$ cat src/rtl/raster_timing_pkg.sv
// Package: raster_timing_pkg
// Shared register addresses and the event record that passes between the line
// sequencer and the status logic. Assumes 16-bit register addresses.
package raster_timing_pkg;

    localparam logic [15:0] DEF_CTRL_ADDR       = 16'h4200;
    localparam logic [15:0] DEF_NMI_STAT_ADDR   = 16'h4210;
    localparam logic [15:0] DEF_BLANK_STAT_ADDR = 16'h4212;

    // Bit positions inside the status bytes read by software.
    localparam int STAT_VBL_BIT = 7;
    localparam int STAT_HBL_BIT = 6;
    localparam int CTRL_EN_BIT  = 7;

    // Events raised by the line sequencer on a line boundary.
    typedef struct packed {
        logic enter_vbl;
        logic wrap;
    } line_evt_t;

endpackage

$ cat src/rtl/raster_dot_ctr.sv
// Module: raster_dot_ctr
// Counts dots within a line. After reset the count is 0; each clock it
// advances, and from DOT_LAST it returns to 1 (the zero state is skipped).
// Assumes DOT_LAST >= 2.
module raster_dot_ctr #(
    parameter int DOT_LAST = 340,
    localparam int DOT_W   = $clog2(DOT_LAST + 1)
) (
    input  logic             clk,
    input  logic             rst_n,
    output logic [DOT_W-1:0] dot,
    output logic             line_end
);

    // Last dot of the line is reached.
    assign line_end = (dot == DOT_W'(DOT_LAST));

    // Advance the dot, folding DOT_LAST back to 1.
    always_ff @(posedge clk) begin
        if (!rst_n) begin
            dot <= '0;
        end else if (line_end) begin
            dot <= DOT_W'(1);
        end else begin
            dot <= dot + DOT_W'(1);
        end
    end

endmodule

$ cat src/rtl/raster_line_seq.sv
// Module: raster_line_seq
// Steps the line and frame counters on each line_end. It raises the blanking
// flag and the frame-done and interrupt strobes at VBL_LINE, and clears the
// flag at the frame wrap. Assumes 0 < VBL_LINE < LINE_WRAP.
module raster_line_seq
    import raster_timing_pkg::*;
#(
    parameter int VBL_LINE  = 225,
    parameter int LINE_WRAP = 260,
    parameter int FRAME_W   = 32,
    localparam int LINE_W   = $clog2(LINE_WRAP + 1)
) (
    input  logic               clk,
    input  logic               rst_n,
    input  logic               line_end,
    input  logic               nmi_en,
    output logic [LINE_W-1:0]  line,
    output logic [FRAME_W-1:0] frame,
    output logic               vbl_flag,
    output logic               frame_done,
    output logic               nmi_req
);

    logic [LINE_W-1:0] line_nxt;
    line_evt_t         evt;

    // Work out the candidate next line and which boundary it represents.
    always_comb begin
        line_nxt      = line + LINE_W'(1);
        evt.wrap      = line_end && (line_nxt == LINE_W'(LINE_WRAP));
        evt.enter_vbl = line_end && (line_nxt == LINE_W'(VBL_LINE));
    end

    // Update counters, flag and one-clock strobes on line boundaries.
    always_ff @(posedge clk) begin
        if (!rst_n) begin
            line       <= '0;
            frame      <= '0;
            vbl_flag   <= 1'b0;
            frame_done <= 1'b0;
            nmi_req    <= 1'b0;
        end else begin
            frame_done <= evt.enter_vbl;
            nmi_req    <= evt.enter_vbl && nmi_en;
            if (evt.wrap) begin
                line     <= '0;
                frame    <= frame + FRAME_W'(1);
                vbl_flag <= 1'b0;
            end else if (line_end) begin
                line <= line_nxt;
                if (evt.enter_vbl) begin
                    vbl_flag <= 1'b1;
                end
            end
        end
    end

endmodule

$ cat src/rtl/raster_status_regs.sv
// Module: raster_status_regs
// Holds the interrupt enable bit (loaded by writes to CTRL_ADDR) and returns
// the status bytes. Reads are combinational and have no side effects.
module raster_status_regs
    import raster_timing_pkg::*;
#(
    parameter int          DOT_LAST        = 340,
    parameter int          VBL_LINE        = 225,
    parameter int          LINE_WRAP       = 260,
    parameter int          HBL_START       = 'h121,
    parameter int          HBL_END         = 'h15,
    parameter logic [15:0] CTRL_ADDR       = DEF_CTRL_ADDR,
    parameter logic [15:0] NMI_STAT_ADDR   = DEF_NMI_STAT_ADDR,
    parameter logic [15:0] BLANK_STAT_ADDR = DEF_BLANK_STAT_ADDR,
    localparam int DOT_W  = $clog2(DOT_LAST + 1),
    localparam int LINE_W = $clog2(LINE_WRAP + 1)
) (
    input  logic              clk,
    input  logic              rst_n,
    input  logic              wr_en,
    input  logic [15:0]       wr_addr,
    input  logic [7:0]        wr_data,
    input  logic [15:0]       rd_addr,
    input  logic [DOT_W-1:0]  dot,
    input  logic [LINE_W-1:0] line,
    input  logic              vbl_flag,
    output logic              nmi_en,
    output logic [7:0]        rd_data
);

    logic hbl_win;
    logic vbl_zone;

    // Horizontal window wraps around the line boundary; vertical is a threshold.
    always_comb begin
        hbl_win  = (32'(dot) >= HBL_START) || (32'(dot) <= HBL_END);
        vbl_zone = (32'(line) >= VBL_LINE);
    end

    // Capture the enable bit from control writes.
    always_ff @(posedge clk) begin
        if (!rst_n) begin
            nmi_en <= 1'b0;
        end else if (wr_en && (wr_addr == CTRL_ADDR)) begin
            nmi_en <= wr_data[CTRL_EN_BIT];
        end
    end

    // Read multiplexer; both blanking bits are merged bitwise.
    always_comb begin
        rd_data = 8'h00;
        if (rd_addr == NMI_STAT_ADDR) begin
            rd_data[STAT_VBL_BIT] = vbl_flag;
        end else if (rd_addr == BLANK_STAT_ADDR) begin
            rd_data[STAT_VBL_BIT] = vbl_zone;
            rd_data[STAT_HBL_BIT] = hbl_win;
        end
    end

endmodule

$ cat src/rtl/raster_timing_gen.sv
// Module: raster_timing_gen (top)
// Raster dot/line/frame timing with a blanking flag, frame-done strobe, gated
// interrupt strobe and a byte-wide status/control register port. One dot per
// clock edge. All registers use a synchronous active-low reset.
module raster_timing_gen
    import raster_timing_pkg::*;
#(
    parameter int          DOT_LAST        = 340,
    parameter int          VBL_LINE        = 225,
    parameter int          LINE_WRAP       = 260,
    parameter int          HBL_START       = 'h121,
    parameter int          HBL_END         = 'h15,
    parameter int          FRAME_W         = 32,
    parameter logic [15:0] CTRL_ADDR       = DEF_CTRL_ADDR,
    parameter logic [15:0] NMI_STAT_ADDR   = DEF_NMI_STAT_ADDR,
    parameter logic [15:0] BLANK_STAT_ADDR = DEF_BLANK_STAT_ADDR,
    localparam int DOT_W  = $clog2(DOT_LAST + 1),
    localparam int LINE_W = $clog2(LINE_WRAP + 1)
) (
    input  logic               clk,
    input  logic               rst_n,
    input  logic               wr_en,
    input  logic [15:0]        wr_addr,
    input  logic [7:0]         wr_data,
    input  logic [15:0]        rd_addr,
    output logic [7:0]         rd_data,
    output logic [DOT_W-1:0]   dot_cnt,
    output logic [LINE_W-1:0]  line_cnt,
    output logic [FRAME_W-1:0] frame_cnt,
    output logic               vblank,
    output logic               frame_done,
    output logic               nmi_req
);

    logic line_end;
    logic nmi_en;

    raster_dot_ctr #(.DOT_LAST(DOT_LAST)) dot_i (
        .clk      (clk),
        .rst_n    (rst_n),
        .dot      (dot_cnt),
        .line_end (line_end)
    );

    raster_line_seq #(
        .VBL_LINE  (VBL_LINE),
        .LINE_WRAP (LINE_WRAP),
        .FRAME_W   (FRAME_W)
    ) seq_i (
        .clk        (clk),
        .rst_n      (rst_n),
        .line_end   (line_end),
        .nmi_en     (nmi_en),
        .line       (line_cnt),
        .frame      (frame_cnt),
        .vbl_flag   (vblank),
        .frame_done (frame_done),
        .nmi_req    (nmi_req)
    );

    raster_status_regs #(
        .DOT_LAST        (DOT_LAST),
        .VBL_LINE        (VBL_LINE),
        .LINE_WRAP       (LINE_WRAP),
        .HBL_START       (HBL_START),
        .HBL_END         (HBL_END),
        .CTRL_ADDR       (CTRL_ADDR),
        .NMI_STAT_ADDR   (NMI_STAT_ADDR),
        .BLANK_STAT_ADDR (BLANK_STAT_ADDR)
    ) regs_i (
        .clk      (clk),
        .rst_n    (rst_n),
        .wr_en    (wr_en),
        .wr_addr  (wr_addr),
        .wr_data  (wr_data),
        .rd_addr  (rd_addr),
        .dot      (dot_cnt),
        .line     (line_cnt),
        .vbl_flag (vblank),
        .nmi_en   (nmi_en),
        .rd_data  (rd_data)
    );

endmodule

$ cat config.mk
export PLATFORM = sky130hd
export DESIGN_NAME = raster_timing_gen
export DESIGN_NICKNAME = d
export VERILOG_FILES = /design/src/rtl/raster_timing_pkg.sv /design/src/rtl/raster_dot_ctr.sv /design/src/rtl/raster_line_seq.sv /design/src/rtl/raster_status_regs.sv /design/src/rtl/raster_timing_gen.sv
export SDC_FILE = /design/constraint.sdc
export NUM_CORES = 1
export LEC_CHECK = 0
export ABC_AREA = 0
export BUFFER_PORTS_ARGS = -buffer_cell sky130_fd_sc_hd__clkbuf_2
export CORE_MARGIN = 8
export CORE_UTILIZATION = 47
export CTS_BUF_LIST = sky130_fd_sc_hd__clkbuf_8
export DETAILED_ROUTE_END_ITERATION = 8
export PLACE_DENSITY = 0.79
export SLEW_MARGIN = 20
export SYNTH_ARGS = -nofsm -noshare
export SYNTH_HDL_FRONTEND = slang
export SYNTH_HIERARCHICAL = 1
export SYNTH_SLANG_ARGS = --single-unit
$ cat constraint.sdc
create_clock -name clk -period 2.35 [get_ports clk]
set_input_delay 0.1175 -clock clk [delete_from_list [all_inputs] [get_ports clk]]
set_output_delay 0.1175 -clock clk [all_outputs]
set_load 0.1 [all_outputs]
==> results.md, run 1 <==
- Vias in the first global route: 2892
- Core area: just under 6000 sq um
- P_leak: between 0.0015 and 0.002 uW
- Hold worst-path end: regs_i/nmi_en
- Yosys reg bits: 54
- Worst Setup Start Kind: register
- Crit end category: register
- Met2 GRT Util: 29.32%
- Worst setup margin: -0.05978 ns
- CP Class: register to register
- Chip Width: between 90 and 100 um
- WL/cell: 15.41 um
- Tmin final: ~2.4 ns
- I/O pins: approximately 100
- Max Fclk: 0.4150 GHz
- H-tree depth: 2
- DRC viols: 0
- Worst-path clk slew: ~0.10 ns
- Clk sinks: 54
- Cell Rows: 28
- Synthesized area: about 2900 sq um
- Pwr Density: approximately 410 nW/um^2
- Status: finished, violations left
- Yosys top cell area share: between 30 and 40%
- Critical path peak fanout: 14
- CP arrival: between 2 and 3 ns
- Die H: 94.59 um
- Worst r2r dst: seq_i/frame[27]
- Placed Area: approximately 3700 sq um
- Vias: 3146
- Post-Syn Area per Cell: just over 8 sq um
- Initial DRT Pass Iterations: 4
- Syn-to-layout area delta: 36.51%
- Final net count: between 500 and 600
- ANT nets after route: 0
- Root Buffer: clkbuf_8
- Fillers: a little over 500
- Slew headroom: between 60% and 70%
- CTS buffer count: 5
- Worst min-delay path class: input port to register
- Layout cells sized above 1: ~43%
- Antenna violations before repair: 0
- First-pass GRT wire length: 12830 um
- Vias per Instance: between 5 and 6
- Place WS: -0.02696 ns
- Fin. max-slew vios: 0
- Hold Startpoint: wr_data[7]
- Post-synthesis sequential area ratio: ~37%
- Failing checks: setup timing
- Most common cell in the netlist: dfxtp_1
- Antenna cells: 0
- Dominant cell type by area after synthesis: dfxtp_1
- CTS Hold Buffers Added: 0
- CTS Buffer Depth: 2
- Synth Instances: ~350
- Gpl congestion: between 0.8 and 0.9
- Slew @ Worst Pin: about 0.59 ns
- R2R setup slack: -0.06 ns
- IO Port Bufs: 90
- Post-synth EDFFs: 0
- Clk_lat worst skew: 0.31 ns
- GRT overflow: 0
- Initial core utilization: 48.74%
- Clk_skew: between 0.005 and 0.006 ns
- Setup violators final: 3
- Worst hold path cell count: 3
- CP Data Required Time: between 2 and 3 ns
- Fraction of registers with async set/reset: 0%
- RSZ-0062 raised after global routing: true
- Main flop type after synthesis: dfxtp_1
- Post-synth cell types: 54
- DR iter-0 viols: between 100 and 150
- HPWL Detailed: 5855 um
- Synthesis Warnings: 6
- Critical Path Start: seq_i/line[1]
- R2R Path Start: seq_i/line[1]
- Part of the cycle the worst path needs: 102.5%
- Max-cap check violation count: 0
- Largest cells by area after synthesis: dfxtp_1 37%, a21oi_1 5.7%, or3_1 3.7%, or4_1 3.6%, nand2_1 3.1%
- Post-Route WL: 8291 um
- Final Hold Viols: 0
- Top Usage Layer GRT: met2
- Worst reg-to-reg path cell count: 8
- Final hold slack: ~0.030 ns
- Largest net degree at the start of global routing: 30
- Gr usage total: approximately 17%
- Met1 usage: 20.30%
- Synth top cells by count: 54 x dfxtp_1, 33 x a21oi_1, 24 x nand2_1, 23 x nor2_1, 17 x or3_1
- Worst IR Drop VDD: ~330 uV
- CTS tree: built
- Die area: 8947 sq um
- Met3 Usage GRT: under 10%
- Design area: roughly 4000 sq um
[layout make-up]
type	count	area [sq um]	share of cell area (%)
tap	75	93.84	2.368
inverter	15	56.30	1.421
multi-input combinational	265	1852	46.73
clock inverter	2	12.51	0.3158
timing repair buffer	121	718.2	18.12
clock buffer	6	82.58	2.084
sequential	54	1147	28.95
[stage by stage]
| stage | instances | setup TNS [ns] | power, uW | utilization (%) |
|---|---|---|---|---|
| 6_report | 538 | -0.08986 | 1624 | 66.53 |
| 5_1_grt | 538 | -0.5045 | 1692 | 66.53 |
| 4_1_cts | 531 | 0 | 1638 | 63.66 |
| 3_5_place_dp | 521 | -0.05449 | 1095 | 61.79 |
| 3_3_place_gp | 521 | 0 | 1092 | 61.79 |
| 2_1_floorplan | 356 | -0.8907 | 1050 | - |
[metal layers]
layer	wire, um	share of wire, %
met1	3347	40
met2	4016	48
met3	836	10
met4	90	1.1
met5	0	0
[where the power goes]
group / internal (uW) / switching, uW / leakage, uW
registers: 911 / 4.70 / 0.000456
clock network: 240 / 304 / 0.0000530
logic: 45.8 / 118 / 0.00106
[sequential cells by signal, indices dropped and copies added (netlist names)]
| register | cells |
|---|---|
| seq_i/frame | 32 |
| seq_i/vbl_flag | 1 |
| seq_i/line | 9 |
| dot_i/dot | 9 |
| seq_i/frame_done | 1 |
| regs_i/nmi_en | 1 |
| seq_i/nmi_req | 1 |
[worst max-delay path by stage]
stage / end / slack [ns]
final: seq_i/frame[27] / -0.06
after global placement: seq_i/frame[6] / 0.05
after floorplan: seq_i/frame[30] / -0.11
after CTS: seq_i/frame[14] / 0.002
after detailed placement: seq_i/frame[14] / -0.03
after global routing: seq_i/frame[15] / -0.08
[worst max-delay path, cell delays in order (launching register included)]
cell and delay (ns):
dfxtp_4 0.42, ha_4 0.21, and3_4 0.22, o2111ai_4 0.17
a2111o_1 0.50, buf_4 0.16, clkbuf_16 0.17, o31ai_1 0.35
a21oi_2 0.10
[placed cells by master (no fill, tap or decap), drive strengths merged, types with 5 or more instances in the layout]
master,synthesis,routed
nand2,24,24
xnor2,6,6
xor2,9,9
clkbuf,10,98
nand4,12,12
inv,15,17
and3,8,8
nor3,8,8
o21ai,21,21
a21oi,33,33
mux2i,5,5
ha,6,6
nand3,17,17
dfxtp,54,54
nor2,23,23
buf,13,29
o31ai,12,12
or3,17,17
conb,1,6
or4,14,14
[timing repair]
item / in CTS / in global routing
setup buffers: 2 / 5
resized for setup: 1 / 25
pin swaps: 0 / 15
endpoints found under the setup margin: 5 / 17
cloned: 0 / 2
[logic make-up after synthesis]
family                   share of synthesized area (%)
other                                           0.1292
adder cells (fa/ha/maj)                          2.586
flip-flops                                       37.24
AO/OA/AOI/OAI                                    18.75
AND/OR/NAND/NOR                                  28.88
multiplexers                                     1.724
buffers and inverters                            6.163
XOR/XNOR                                         4.526
(Power assumes the default switching activity.)
==> run 2, diff against run 1 <==
CORE_UTILIZATION = 49   (was 47)
SYNTH_HIERARCHICAL = unset   (was 1)
==> run 2 against run 1 <==
- the flow now finishes without violations
- fmax is 5.5% higher
- power is 6.0% higher
- register-to-register slack better by 0.13 ns
- sequential power is 0.7% higher
- largest power group unchanged
- critical path depth is 2 lower
- setup slack better by 0.13 ns
- global-route usage is 0.67 points higher
- flip-flop and latch count stayed put
- critical path type unchanged
- combinational power is 3% higher
==> results.md, run 2 <==
- Die H: a little over 100 um
- Clk_skew: 0.01233 ns
- Top Registers: seq_i.frame x32, dot_i.dot x9, seq_i.line x9
- Logic pwr share: slightly below 10%
- Cell Rows: 31
- Root Buffer: clkbuf_8
- WL/cell: approximately 15 um
- CTS tree: built
- Worst reg-to-reg path cell count: 6
- Vias: about 3300
- HPWL Detailed: between 6000 and 7000 um
- Worst IR Drop VDD: approximately 260 uV
- CP Data Required Time: roughly 2.6 ns
- Final hold slack: 0.05188 ns
- P_leak: around 0.0017 uW
- Core area: between 7000 and 8000 sq um
- NetSw: about 450 uW
- I/O pins: between 100 and 150
- Clk pwr share: a little over a third
- Synthesis Warnings: 0
- First-pass GRT wire length: between 10000 and 15000 um
- Antenna cells: 0
- Critical path peak fanout: 16
- DP Cell Count: slightly below 600
- DR iter-0 viols: ~170
- Final Hold Viols: 0
- Crit end category: register
- Worst Setup Start Kind: register
- Die area: 10200 sq um
- Fin. max-slew vios: 0
- Switch share: between 20% and 30%
- Clk_lat worst skew: about 0.31 ns
- DRC viols: 0
- Initial DRT Pass Iterations: 4
- Post-synth cell types: slightly below 50
- Tmin final: approximately 2.3 ns
- Pwr Density: 386.9 nW/um^2
- Worst hold path cell count: 3
- Status: complete, no violations
- Yosys reg bits: 54
- Yosys top cell area share: a little under a third
- Most common cell in the netlist: dfxtp_1
- Syn-to-layout area delta: 25.70%
- CP Class: register to register
- R2R setup slack: ~0.067 ns
- Fraction of registers with async set/reset: 0%
- Dominant cell type by area after synthesis: dfxtp_1
- CTS Hold Buffers Added: 0
- Part of the cycle the worst path needs: a little over nine tenths
- Post-synth EDFFs: 0
- H-tree depth: 2
- IO Port Bufs: 90
- Synth top cells by count: 54 x dfxtp_1, 53 x nand2_1, 34 x nor2_1, 31 x mux2i_1, 30 x nand2b_1
- Antenna violations before repair: 0
- CP arrival: roughly 2.5 ns
- Top reg by flops: seq_i.frame
- GRT overflow: 0
- Synth Instances: a little over 400
- Gpl congestion: slightly above 0.9
- Gr usage total: approximately 18%
- Commonest non-fill, non-tap cell in the layout: clkbuf_2
- Worst-path clk slew: 0.10 ns
- Placed Area: between 4000 and 5000 sq um
- Vias per Instance: about 5.5
- Max-cap check violation count: 0
- Initial core utilization: 49.60%
- Synthesized area: 3540 sq um
- Post-synthesis sequential area ratio: a little over 30%
- Largest cells by area after synthesis: dfxtp_1 31%, nor4_2 9.5%, mux2i_1 8.8%, nand2_1 5.6%, nand2b_1 5.3%
- Slew headroom: between 50% and 60%
- Final net count: between 500 and 600
- Register share of total power: between 50% and 60%
- Most frequent cells in the layout: 89 x clkbuf_2, 53 x nand2_1, 34 x nor2_1
- Largest net degree at the start of global routing: 37
- Worst setup margin: between 0.06 and 0.07 ns
- Slew @ Worst Pin: roughly 0.68 ns
- Max Fclk: ~0.44 GHz
- Post-Route WL: 9229 um
- Int Pwr: approximately 1300 uW
- ANT nets after route: 0
- Main flop type after synthesis: dfxtp_1
- Vias in the first global route: ~3200
- Post-Syn Area per Cell: around 8.6 sq um
- Design area: about 4400 sq um
- Chip Width: a little over 100 um
- Non-filler cells, final: between 600 and 700
- Setup violators final: 0
- Layout cells sized above 1: between 30% and 40%
- Place WS: 0.03865 ns
- CTS buffer count: 5
- CTS Buffer Depth: 2
- Finished Core Util: 62.34%
- Worst min-delay path class: input port to register
- Clk sinks: 54
- Largest register FFs: 32
## run 2: per-stage QoR
step	total power (uW)	TNS (ns)
6_report	1721	0
5_1_grt	1779	-0.004677
4_1_cts	1731	0
3_5_place_dp	1110	0
3_3_place_gp	1104	0
2_1_floorplan	1071	0
## run 2: repair_timing
item	in CTS	in global routing
gates resized for setup	1	23
gates cloned	0	1
buffers inserted	0	4
setup endpoints to repair	1	42
pin swaps	0	2
## run 2: cell families after synthesis
| family | after synthesis | share of synthesized area, % |
|---|---|---|
| XOR/XNOR | 20 | 4.949 |
| buffers and inverters | 44 | 6.963 |
| adder cells (fa/ha/maj) | 8 | 2.828 |
| other | 1 | 0.1059 |
| multiplexers | 31 | 8.766 |
| AND/OR/NAND/NOR | 235 | 41.71 |
| AO/OA/AOI/OAI | 20 | 4.136 |
| flip-flops | 54 | 30.54 |
## run 2: path summary, 6_finish.rpt
path,startpoint,end
worst min-delay path,wr_data[7],regs_i.nmi_en
worst min register to register,regs_i.nmi_en,seq_i.nmi_req
worst max-delay path,seq_i.line[3],seq_i.frame[0]
worst max register to register,seq_i.line[3],seq_i.frame[0]
## run 2: worst max-delay path, stage by stage, from the launching register on
cell	delay [ns]
dfxtp_4	0.42
nand4_4	0.14
o21ai_1	0.15
or4b_2	0.68
buf_12	0.20
or4_1	0.47
a21oi_1	0.14
## run 2: layer usage
metal	part of all wire (%)	track usage [%]	wire, um	vias to the layer above
met5	0	0	0	-
met4	1.2	5.040	112	0
met3	6.8	3.867	629	11
met2	50	30.11	4608	113
met1	42	21.71	3879	1575
li1	-	-	-	1628
## run 2: final cells by class
class	instances	area [sq um]
clock buffers	5	68.82
clock inverters	3	40.04
fillers	607	2688
inverters	13	48.80
multi-input cells	320	2349
flip-flops and latches	54	1136
well taps	99	123.9
repair buffers	109	683.2
## run 2: power by group through the flow
stage / registers (uW) / logic, uW / clock network (uW)
detailed placement: 943 / 167 / 0
global placement: 943 / 162 / 0
global route: 923 / 182 / 674
finish: 922 / 169 / 631
CTS: 922 / 168 / 641
floorplan: 972 / 99.0 / 0
==> run 3, diff against run 2 <==
GPL_TIMING_DRIVEN = 0   (was unset)
==> run 3 against run 2 <==
- worst hold slack got worse by 0.0060 ns
- clock skew decreased by 0.0020 ns
- largest cell class unchanged
- highest routed layer unchanged
- non-clock buffer count increased by 14
- critical path type unchanged
==> results.md, run 3 (synthesized netlist as in run 2, its figures left out) <==
- Status: complete, no violations
- Top reg by flops: seq_i.frame
- RSZ-0062 raised after global routing: true
- NetSw: between 400 and 500 uW
- Die H: 101.0 um
- Int Pwr: roughly 1300 uW
- CTS tree: built
- DR iter-0 viols: about 170
- HPWL Detailed: roughly 6900 um
- Initial core utilization: approximately half
- CP arrival: roughly 2.5 ns
- Pwr Density: between 300 and 400 nW/um^2
- Vias: roughly 3300
- Max-cap check violation count: 0
- Place WS: -0.02941 ns
- Worst hold path cell count: 3
- DRC viols: 0
- Multi-input logic area: 2280 sq um
- Core area: between 7000 and 8000 sq um
- Worst setup margin: roughly 0.085 ns
- Setup violators final: 0
- Largest net degree at the start of global routing: 17
- Initial DRT Pass Iterations: 4
- Critical path peak fanout: 10
- CTS Buffer Depth: 2
- Vias in the first global route: about 3200
- Clk_lat worst skew: approximately 0.31 ns
- H-tree depth: 2
- Worst-path clk slew: approximately 0.09 ns
- Clk_skew: 0.01037 ns
- Worst Setup Start Kind: register
- Slew @ Worst Pin: about 0.84 ns
- GRT overflow: 0
- Total power: around 1700 uW
- ANT nets after route: 0
- Vias per Instance: around 5.4
- Register Area: about 1100 sq um
- Final net count: around 570
- Tmin final: 2.265 ns
- First-pass GRT wire length: around 15000 um
- CTS buffer count: 5
- Gpl congestion: around 0.87
- Top Registers: seq_i.frame x32, dot_i.dot x9, seq_i.line x9
- Most frequent cells in the layout: 89 x clkbuf_2, 53 x nand2_1, 34 x nor2_1
- Switch share: between 20% and 30%
- Slew headroom: 43.44%
- Crit end category: register
- CP Data Required Time: 2.59 ns
- Commonest non-fill, non-tap cell in the layout: clkbuf_2
- Chip Width: 101.0 um
- Clk sinks: 54
- Register share of total power: a little over half
- P_leak: 0.001581 uW
- Post-Route WL: roughly 9000 um
- IO Port Bufs: slightly below 90
- Fin. max-slew vios: 0
- Worst IR Drop VDD: ~210 uV
- Part of the cycle the worst path needs: between 90% and 100%
- Clk pwr share: a little over a third
- Die area: around 10000 sq um
- WL/cell: between 10 and 15 um
- Logic pwr share: just over 10%
- Worst min-delay path class: input port to register
- I/O pins: roughly 100
- Syn-to-layout area delta: 23.40%
- Largest register FFs: 32
- Worst reg-to-reg path cell count: 7
- Finished Core Util: 61.20%
- Fillers: 650
- Antenna cells: 0
- Layout cells sized above 1: 36.87%
- Max Fclk: ~0.44 GHz
- Final Hold Viols: 0
- Root Buffer: clkbuf_8
- Antenna violations before repair: 0
- CP Class: register to register
- Gr usage total: around 18%
- Cell Rows: 31
==> run 3: changes by cell type in the layout (fill, tap and decap cells not counted), sizes merged <==
cell    change
clkbuf      +9
buf         +5
==> run 3: what timing repair did <==
item / CTS / global route
hold buffers: 0 / 0
gates resized for setup: 2 / 6
endpoints found under the setup margin: 13 / 30
setup buffers: 0 / 3
pin swaps: 0 / 1
gates cloned: 0 / 0
==> run 3: metal layers <==
layer | vias up | share of wire [%] | track usage, %
met2 | 83 | 49 | 31.02
met3 | 6 | 5.3 | 3.315
met4 | 0 | 0.93 | 4.238
met1 | 1573 | 45 | 21.49
li1 | 1661 | - | -
met5 | - | 0 | 0
==> run 3: worst paths after layout <==
kind,start,end,slack [ns]
max,seq_i.line[0],seq_i.frame[25],0.09
max reg2reg,seq_i.line[0],seq_i.frame[25],0.09
min reg2reg,regs_i.nmi_en,seq_i.nmi_req,0.45
min,wr_data[7],regs_i.nmi_en,0.05
==> run 3: power by group through the flow <==
stage / clock [uW] / combinational, uW / sequential [uW]
after floorplan: 0 / 99.0 / 972
after global placement: 0 / 174 / 941
after detailed placement: 0 / 178 / 941
after CTS: 643 / 178 / 920
after global routing: 683 / 191 / 921
final: 623 / 177 / 920
==> run 3: area by class of cell <==
class	instances	share of cell area [%]
well taps	99	2.836
repair buffers	92	10.77
plain buffers	31	4.583
multi-input cells	320	52.19
clock buffers	5	1.575
inverters	13	1.117
flip-flops and latches	54	26.01
clock inverters	3	0.9166
==> run 3: metrics by stage <==
stage	cell area (sq um)	cells	setup TNS [ns]	hold slack (ns)
2_1_floorplan	3637	418	0	0.2647
3_3_place_gp	4207	606	-0.0003075	0.3550
3_5_place_dp	4207	606	-0.04904	0.3636
4_1_cts	4325	614	0	0.04290
5_1_grt	4368	617	-0.03263	0.07179
6_report	4368	617	0	0.04590
==> run 3: worst max-delay path, stage by stage (launching register included) <==
cell,delay [ns]
dfxtp_4,0.39
ha_1,0.27
xnor2_1,0.17
or4b_1,0.47
buf_4,0.19
buf_6,0.16
nor4_2,0.33
mux2i_1,0.22
